===== src/rtl/stepper_seq_pkg.sv =====
package stepper_seq_pkg;
    localparam int unsigned SEQ_W    = 3;
    localparam int unsigned SEQ_N    = 1 << SEQ_W;
    typedef logic [SEQ_W-1:0] seq_idx_t;
    localparam seq_idx_t    HOME_IDX = '0;
    localparam seq_idx_t    STRIDE_HALF = seq_idx_t'(1);
    localparam seq_idx_t    STRIDE_FULL = seq_idx_t'(2);

    // Bit order of the synchronized control bundle.
    localparam int unsigned CTL_HALF = 0;
    localparam int unsigned CTL_DIR  = 1;
    localparam int unsigned CTL_STEP = 2;
    localparam int unsigned CTL_HOME = 3;
    localparam int unsigned CTL_W    = 4;

    typedef struct packed {
        logic phase_a;
        logic phase_b;
        logic en_a;
        logic en_b;
    } bridge_drive_t;
endpackage


===== src/rtl/stepper_input_sync.sv =====
module stepper_input_sync #(
    parameter int unsigned          STAGES    = 2,
    parameter int unsigned          WIDTH     = 4,
    parameter logic [WIDTH-1:0]     RESET_VAL = '0
) (
    input  logic             clk,
    input  logic             rst_n,
    input  logic [WIDTH-1:0] din,
    output logic [WIDTH-1:0] dout
);
    logic [WIDTH-1:0] chain_d [STAGES];
    logic [WIDTH-1:0] chain_q [STAGES];

    for (genvar i = 0; i < STAGES; i++) begin : g_stage
        if (i == 0) begin : g_first
            assign chain_d[i] = din;
        end else begin : g_next
            assign chain_d[i] = chain_q[i-1];
        end
    end

    always_ff @(posedge clk or negedge rst_n) begin
        if (!rst_n) begin
            for (int i = 0; i < STAGES; i++) chain_q[i] <= RESET_VAL;
        end else begin
            for (int i = 0; i < STAGES; i++) chain_q[i] <= chain_d[i];
        end
    end

    assign dout = chain_q[STAGES-1];
endmodule


===== src/rtl/stepper_seq_core.sv =====
module stepper_seq_core
    import stepper_seq_pkg::*;
(
    input  logic     clk,
    input  logic     rst_n,
    input  logic     step_s,
    input  logic     dir_s,
    input  logic     half_s,
    input  logic     home_s_n,
    output logic     step_evt,
    output seq_idx_t seq_idx
);
    typedef struct packed {
        seq_idx_t seq;
        logic     step_prev;
    } core_state_t;

    core_state_t st_d, st_q;
    seq_idx_t    stride;

    always_comb begin
        st_d           = st_q;
        st_d.step_prev = step_s;
        step_evt       = step_s & ~st_q.step_prev;
        stride         = half_s ? STRIDE_HALF : STRIDE_FULL;
        if (!home_s_n) begin
            st_d.seq = HOME_IDX;
        end else if (step_evt) begin
            st_d.seq = dir_s ? seq_idx_t'(st_q.seq + stride)
                             : seq_idx_t'(st_q.seq - stride);
        end
    end

    always_ff @(posedge clk or negedge rst_n) begin
        if (!rst_n) begin
            st_q.seq       <= HOME_IDX;
            st_q.step_prev <= 1'b1;
        end else begin
            st_q <= st_d;
        end
    end

    assign seq_idx = st_q.seq;
endmodule


===== src/rtl/stepper_phase_decode.sv =====
module stepper_phase_decode
    import stepper_seq_pkg::*;
(
    input  seq_idx_t      seq_idx,
    output bridge_drive_t drive
);
    seq_idx_t ahead;

    always_comb begin
        // Bridge A leads bridge B by a quarter turn (two positions).
        ahead         = seq_idx_t'(seq_idx + STRIDE_FULL);
        drive.phase_a = ~ahead[SEQ_W-1];
        drive.phase_b = ~seq_idx[SEQ_W-1];
        // Even index: both windings; odd index: only one, alternating.
        drive.en_a    = ~seq_idx[0] | seq_idx[1];
        drive.en_b    = ~seq_idx[0] | ~seq_idx[1];
    end
endmodule


===== src/rtl/stepper_phase_seq.sv =====
module stepper_phase_seq
    import stepper_seq_pkg::*;
#(
    parameter int unsigned SYNC_STAGES = 2
) (
    input  logic clk,
    input  logic rst_n,
    input  logic step_in,
    input  logic dir_cw,
    input  logic half_step,
    input  logic home_n,
    output logic phase_a,
    output logic phase_b,
    output logic en_a,
    output logic en_b
);
    // Step held high at reset so a high input cannot fake an edge; home asserted.
    localparam logic [CTL_W-1:0] CTL_RST = logic'(1'b1) << CTL_STEP;

    logic [CTL_W-1:0] ctl_raw, ctl_s;
    logic             step_s, dir_s, half_s, home_s_n, step_evt;
    seq_idx_t         seq_idx;
    bridge_drive_t    drive;

    always_comb begin
        ctl_raw           = '0;
        ctl_raw[CTL_HALF] = half_step;
        ctl_raw[CTL_DIR]  = dir_cw;
        ctl_raw[CTL_STEP] = step_in;
        ctl_raw[CTL_HOME] = home_n;
    end

    stepper_input_sync #(
        .STAGES    (SYNC_STAGES),
        .WIDTH     (CTL_W),
        .RESET_VAL (CTL_RST)
    ) u_sync (
        .clk  (clk),
        .rst_n(rst_n),
        .din  (ctl_raw),
        .dout (ctl_s)
    );

    assign half_s   = ctl_s[CTL_HALF];
    assign dir_s    = ctl_s[CTL_DIR];
    assign step_s   = ctl_s[CTL_STEP];
    assign home_s_n = ctl_s[CTL_HOME];

    stepper_seq_core u_core (
        .clk     (clk),
        .rst_n   (rst_n),
        .step_s  (step_s),
        .dir_s   (dir_s),
        .half_s  (half_s),
        .home_s_n(home_s_n),
        .step_evt(step_evt),
        .seq_idx (seq_idx)
    );

    stepper_phase_decode u_dec (
        .seq_idx(seq_idx),
        .drive  (drive)
    );

    assign phase_a = drive.phase_a;
    assign phase_b = drive.phase_b;
    assign en_a    = drive.en_a;
    assign en_b    = drive.en_b;
endmodule


===== config.mk =====
export PLATFORM = sky130hd
export DESIGN_NAME = stepper_phase_seq
export DESIGN_NICKNAME = d
export VERILOG_FILES = /design/src/rtl/stepper_seq_pkg.sv /design/src/rtl/stepper_input_sync.sv /design/src/rtl/stepper_seq_core.sv /design/src/rtl/stepper_phase_decode.sv /design/src/rtl/stepper_phase_seq.sv
export SDC_FILE = /design/constraint.sdc
export NUM_CORES = 1
export LEC_CHECK = 0
export BUFFER_PORTS_ARGS = -buffer_cell sky130_fd_sc_hd__buf_2
export CORE_MARGIN = 5
export CORE_UTILIZATION = 35
export DETAILED_ROUTE_END_ITERATION = 7
export GPL_ROUTABILITY_DRIVEN = 0
export GPL_TIMING_DRIVEN = 0
export SYNTH_ARGS = -nofsm -noshare
export SYNTH_HDL_FRONTEND = slang
export SYNTH_HIERARCHICAL = 1
export SYNTH_SLANG_ARGS = --single-unit

===== constraint.sdc =====
create_clock -name clk -period 2.48 [get_ports clk]
set_clock_uncertainty 0.05 [all_clocks]
set_input_delay 0.124 -clock clk [delete_from_list [all_inputs] [get_ports clk]]
set_output_delay 0.124 -clock clk [all_outputs]
set_load 0.02 [all_outputs]

==> impl_metrics.tcl, run 1 <==
set metrics [dict create \
    critical_path.endpoint_type "flip-flop" \
    timing.setup.critical_path_class "flip-flop to flip-flop" \
    postCtsResizedCells 0 \
    power.total_w 0.000413 \
    floorplan.io_pins 10 \
    syn2layout_area_growth_pct 32.7 \
    drt_iter0_drc 0 \
    ff2ff_path_depth 5 \
    finalWorstPathRequiredPeriod_ps 1730 \
    cells_after_synthesis 31 \
    setup_total_negative_slack_ps 0 \
    outcome "completed" \
    clock_path_buffers 2 \
    syn_nets 39 \
    placementRows 13 \
    drt.antenna.violating_nets 0 \
    nNetsFinal 58 \
    initial_core_util_pct 36.2 \
    post-route-worst-setup-slack_ps 746 \
    hpwl_um 499 \
    crit_required_ps 2620 \
    first_global_vias 311 \
    power.share.switching_pct 21.6 \
    powerDensity_mw_per_mm2 677 \
    total_leakage_power_nw 0.290 \
    cts-htree-levels 1 \
    clock_sinks 12 \
    route.vias.total 271 \
    comb_power_share_pct 11.8 \
    source_of_the_worst_register_to_register_timing_path "u_core/seq_idx[0]" \
    cts_post_setup_buffers_inserted 0 \
    cp_top_family "adder cells" \
    firstDrtPassIters 1 \
    mappedNetlistArea_sq_um 459 \
    achievable-frequency_mhz 577 \
    slowest_stage "sky130_fd_sc_hd__dfrtp_1" \
    power.net_switching_w 0.0000893 \
    detail_route.wirelength_um 665 \
    grt_util_all_layers_pct 8.64 \
    rsz0062_at_grt "no" \
    antenna_cells 0 \
    routed_via_density 4.23 \
    regToRegEndpoint "u_core/seq_idx[2]" \
    floorplan.die.width_um 46.2 \
    cap_violations 0 \
    dieArea_sq_mm 0.00214 \
    clock_pin_slew_reported_for_the_worst_setup_and_hold_paths_after_clock_tree_synthesis_ps 70 \
    max_stage_delay_ps 400 \
    finalHoldViolations 0 \
    timing.critical_path.arrival_ps 1880 \
    syn_avg_cell_area_sq_um 14.8 \
    drive_above_1_share_pct 40.8 \
    crit_fanout 3 \
    slew_viol_final 0 \
    placement.cell_area_sq_um 523 \
    place.port_buffers 9 \
    worstPathBufferInverterCount 0 \
    layoutNonFillerInstCount 64 \
    remaining_drc_errors 0 \
    clk-insertion-delay-late_ps 260 \
    crit_path_start_kind "flip-flop" \
    relSlewSlack_pct 82.6 \
    cts-hold-fix-buffers 5 \
    post-route-cell-area_sq_um 609 \
    path_cells "ha_1 -> fa_1 -> xor2_1 -> or3_1 -> a21boi_1" \
    antenna_found_initial 0 \
    final.period_utilization_pct 69.9 \
    dpl.cell_count 55 \
    grt_max_degree 13 \
    grt-ovfl-total 0 \
    power.share.clock_pct 36.1 \
    grt_first_pass_wirelength_mm 1.23 \
    tritoncts "built" \
    core_area_sq_mm 0.00127 \
    cts_root_buf "sky130_fd_sc_hd__clkbuf_4" \
    timing.hold.worst.class "primary input to async pin" \
    power.sequential.fraction_pct 52.0 \
    r2r_slack_ps 750 \
    worst_ir_drop_vdd_v 0.000306 \
    report.final.setup_viol 0 \
    internal_power_w 0.000323 \
    worstMarginPinSlew_ps 262 \
    synth-warning-count 6 \
    wl_per_cell_um 10.4 \
    die_y_um 46.2 \
    cts_inserted_buffers 3 \
    pre_cts_slack_ps 735 \
]
[cells in the final DEF (no fill, tap or decap)]
cell	n
sky130_fd_sc_hd__a21boi_1	1
sky130_fd_sc_hd__buf_2	9
sky130_fd_sc_hd__buf_4	3
sky130_fd_sc_hd__clkbuf_4	3
sky130_fd_sc_hd__clkbuf_8	1
sky130_fd_sc_hd__dfrtp_1	9
sky130_fd_sc_hd__dfstp_2	3
sky130_fd_sc_hd__dlygate4sd3_1	5
sky130_fd_sc_hd__fa_1	1
sky130_fd_sc_hd__ha_1	1
sky130_fd_sc_hd__inv_1	1
sky130_fd_sc_hd__mux2i_1	2
sky130_fd_sc_hd__nand2_1	2
sky130_fd_sc_hd__nand2b_1	1
sky130_fd_sc_hd__nand2b_4	1
sky130_fd_sc_hd__nor2b_1	2
sky130_fd_sc_hd__o21ai_0	1
sky130_fd_sc_hd__or3_1	1
sky130_fd_sc_hd__xnor2_1	1
sky130_fd_sc_hd__xor2_1	1
[worst reg2reg max path: cells and delay by family (launching register included)]
kind	cells	cell delay (ps)
adders and majority gates	2	580
DFF	1	400
and+or+nand+nor	1	310
xor gates and xnor gates	1	170
AOI/OAI and AO/OA	1	140
[worst max path at each step]
stage,slack (ps),cells after the start,start,endpoint
finish,750,5,u_core/seq_idx[0],u_core/seq_idx[2]
global route,680,5,u_core/seq_idx[0],u_core/seq_idx[2]
CTS,720,5,u_core/seq_idx[0],u_core/seq_idx[2]
detailed placement,740,5,u_core/seq_idx[0],u_core/seq_idx[2]
global placement,800,5,u_core/seq_idx[0],u_core/seq_idx[2]
floorplan,840,5,u_core/seq_idx[0],u_core/seq_idx[2]
[per-layer routing]
| layer | wire length (um) | up-vias | track usage (%) |
|---|---|---|---|
| li1 | - | 132 | - |
| met1 | 226 | 130 | 8.58 |
| met2 | 380 | 9 | 14.8 |
| met3 | 58 | 0 | 2.34 |
| met4 | 0 | 0 | 6.82 |
| met5 | 0 | - | 0 |
[state kept, by name, summed over array words and instances, names as in the netlist]
signal          flops
u_sync/dout         4
u_core/st_q         1
u_sync/chain_d      4
u_core/seq_idx      3
[power groups by stage]
stage                     sequential (W)  clock (W)  combinational, W
after floorplan                 0.000217          0         0.0000286
after global placement          0.000218          0         0.0000423
after detailed placement        0.000219          0         0.0000443
after CTS                       0.000215   0.000157         0.0000504
after global routing            0.000216   0.000166         0.0000558
final                           0.000215   0.000149         0.0000489
[metrics by stage]
stage / util [%] / hold WS, ps
6_report: 48.0 / 206
5_1_grt: 48.0 / 238
4_1_cts: 48.0 / 205
3_5_place_dp: 41.2 / -40.5
3_3_place_gp: 41.2 / -46.9
2_1_floorplan: - / -222
[final cells by class]
| type | count | area, sq um |
|---|---|---|
| Timing Repair Buffer | 14 | 95.1 |
| Inverter | 1 | 3.75 |
| Clock buffer | 4 | 36.3 |
| Sequential cell | 12 | 304 |
| Multi-Input combinational cell | 15 | 129 |
| Buffer | 3 | 22.5 |
| Fill cell | 119 | 659 |
| Tap cell | 15 | 18.8 |
Note: power is estimated with default switching activity, not from simulation.
==> run 2, diff against run 1 <==
- clock period: 2.48 -> 1.6 ns (I/O delays scaled with it)
==> run 2 against run 1 <==
Net effect: hold slack worse by 46 ps; design area rose by 2.1%; critical path type unchanged; routed wire length rose by 1.4%; via count rose by 0.37%; final cell count grew 1.6%; die area unchanged; largest cell class unchanged; critical endpoint unchanged; clock power increased by 54%; the run now ends with setup timing left; non-clock buffer count up 1; setup slack got worse by 750 ps; power up 56%; maximum frequency grew 7.9%.
==> impl_metrics.tcl, run 2 (synthesis gave the netlist of run 1 again) <==
set metrics [dict create \
    most-common-layout-cells "9 x sky130_fd_sc_hd__buf_2, 9 x sky130_fd_sc_hd__dfrtp_1, 5 x sky130_fd_sc_hd__dlygate4sd3_1" \
    cp-startpoint "u_core/seq_idx[0]" \
    grt-ovfl-total 0 \
    remaining_drc_errors 0 \
    finalWorstPathRequiredPeriod_ps 1610 \
    antenna_found_initial 0 \
    clock_pin_slew_reported_for_the_worst_setup_and_hold_paths_after_clock_tree_synthesis_ps 70 \
    wl_per_cell_um 10.4 \
    first_global_vias 315 \
    syn2layout_area_growth_pct 35.4 \
    dpl.cell_count 55 \
    r2r_slack_ps -8 \
    grt_max_degree 13 \
    cts_root_buf "sky130_fd_sc_hd__clkbuf_4" \
    cts-htree-levels 1 \
    tritoncts "built" \
    nNetsFinal 59 \
    total_leakage_power_nw 0.292 \
    rsz0062_at_grt "yes" \
    max_stage_delay_ps 380 \
    source_of_the_worst_register_to_register_timing_path "u_core/seq_idx[0]" \
    firstDrtPassIters 1 \
    grt_first_pass_wirelength_mm 1.22 \
    grt_util_all_layers_pct 8.64 \
    timing.critical_path.arrival_ps 1750 \
    post-route-worst-setup-slack_ps -7.88 \
    routed_via_density 4.18 \
    floorplan.io_pins 10 \
    route.vias.total 272 \
    clk-insertion-delay-late_ps 260 \
    detail_route.wirelength_um 674 \
    fin_hold_ws_ps 160 \
    crit_fanout 2 \
    timing.setup.critical_path_class "flip-flop to flip-flop" \
    slowest_stage "sky130_fd_sc_hd__dfrtp_1" \
    initial_core_util_pct 36.2 \
    setup_total_negative_slack_ps -7.88 \
    core_area_sq_mm 0.00127 \
    finalHoldViolations 0 \
    floorplan.die.width_um 46.2 \
    finalCoreUtilization_pct 49.0 \
    report.final.setup_viol 1 \
    clock_path_buffers 2 \
    cp_top_family "adder cells" \
    critical_path.endpoint_type "flip-flop" \
    clock_sinks 12 \
    drt.antenna.violating_nets 0 \
    achievable-frequency_mhz 622 \
    relSlewSlack_pct 83.0 \
    path_cells "ha_2 -> fa_2 -> xor2_1 -> or3_1 -> a21boi_1" \
    place.port_buffers 9 \
    placementRows 13 \
    worst_ir_drop_vdd_v 0.000476 \
    slew_viol_final 0 \
    powerDensity_mw_per_mm2 1030 \
    worstPathBufferInverterCount 0 \
    pre_cts_slack_ps -88.4 \
    final.period_utilization_pct 100 \
    ff2ff_path_depth 5 \
    drive_above_1_share_pct 46.0 \
    crit_required_ps 1740 \
    cts_inserted_buffers 3 \
    crit_path_start_kind "flip-flop" \
    failing_checks "setup timing" \
    cap_violations 0 \
    dieArea_sq_mm 0.00214 \
    drt_iter0_drc 0 \
    regToRegEndpoint "u_core/seq_idx[2]" \
    layoutNonFillerInstCount 65 \
    die_y_um 46.2 \
    antenna_cells 0 \
    worstMarginPinSlew_ps 255 \
    timing.hold.worst.class "primary input to async pin" \
    outcome "complete, but fails checks" \
]
-- run 2: metrics by stage --
stage | power (W) | instance area, sq um
finish | 0.000643 | 622
global route | 0.000681 | 622
CTS | 0.000657 | 622
detailed placement | 0.000409 | 526
global placement | 0.000404 | 526
floorplan | 0.000381 | 462
-- run 2: layout make-up --
class / instances / area [sq um]
Clock buffer: 4 / 36.3
Sequential cell: 12 / 304
Buffer: 3 / 22.5
Timing Repair Buffer: 15 / 103
Tap cell: 15 / 18.8
Multi-Input combinational cell: 15 / 134
Inverter: 1 / 3.75
Fill cell: 130 / 647
-- run 2: worst reg2reg max path: stages, from the launching register on --
cell and delay [ps]:
sky130_fd_sc_hd__dfrtp_1 380, sky130_fd_sc_hd__ha_2 190, sky130_fd_sc_hd__fa_2 330, sky130_fd_sc_hd__xor2_1 160, sky130_fd_sc_hd__or3_1 310, sky130_fd_sc_hd__a21boi_1 120
-- run 2: power by group --
part           internal, W  switching, W
logic            0.0000431     0.0000367
clock network     0.000138     0.0000921
registers         0.000323    0.00000977
total             0.000504      0.000138
-- run 2: what timing repair did --
item	in CTS	in global routing
pin swaps	1	0
resized for setup	1	0
hold buffers	5	0
hold endpoints to repair	16	0
setup buffers	1	0
setup endpoints to repair	1	1
-- run 2: per-layer routing --
| metal | global-route usage, % | wire [um] |
|---|---|---|
| met1 | 7.86 | 247 |
| met2 | 15.7 | 370 |
| met3 | 2.34 | 56 |
| met4 | 6.82 | 0 |
| met5 | 0 | 0 |
-- run 2: worst max path at each step --
stage                   endpoint  cells after the start
2_1_floorplan  u_core/seq_idx[2]                      5
3_3_place_gp   u_core/seq_idx[2]                      5
3_5_place_dp   u_core/seq_idx[2]                      5
4_1_cts        u_core/seq_idx[2]                      5
5_1_grt        u_core/seq_idx[2]                      5
6_report       u_core/seq_idx[2]                      5
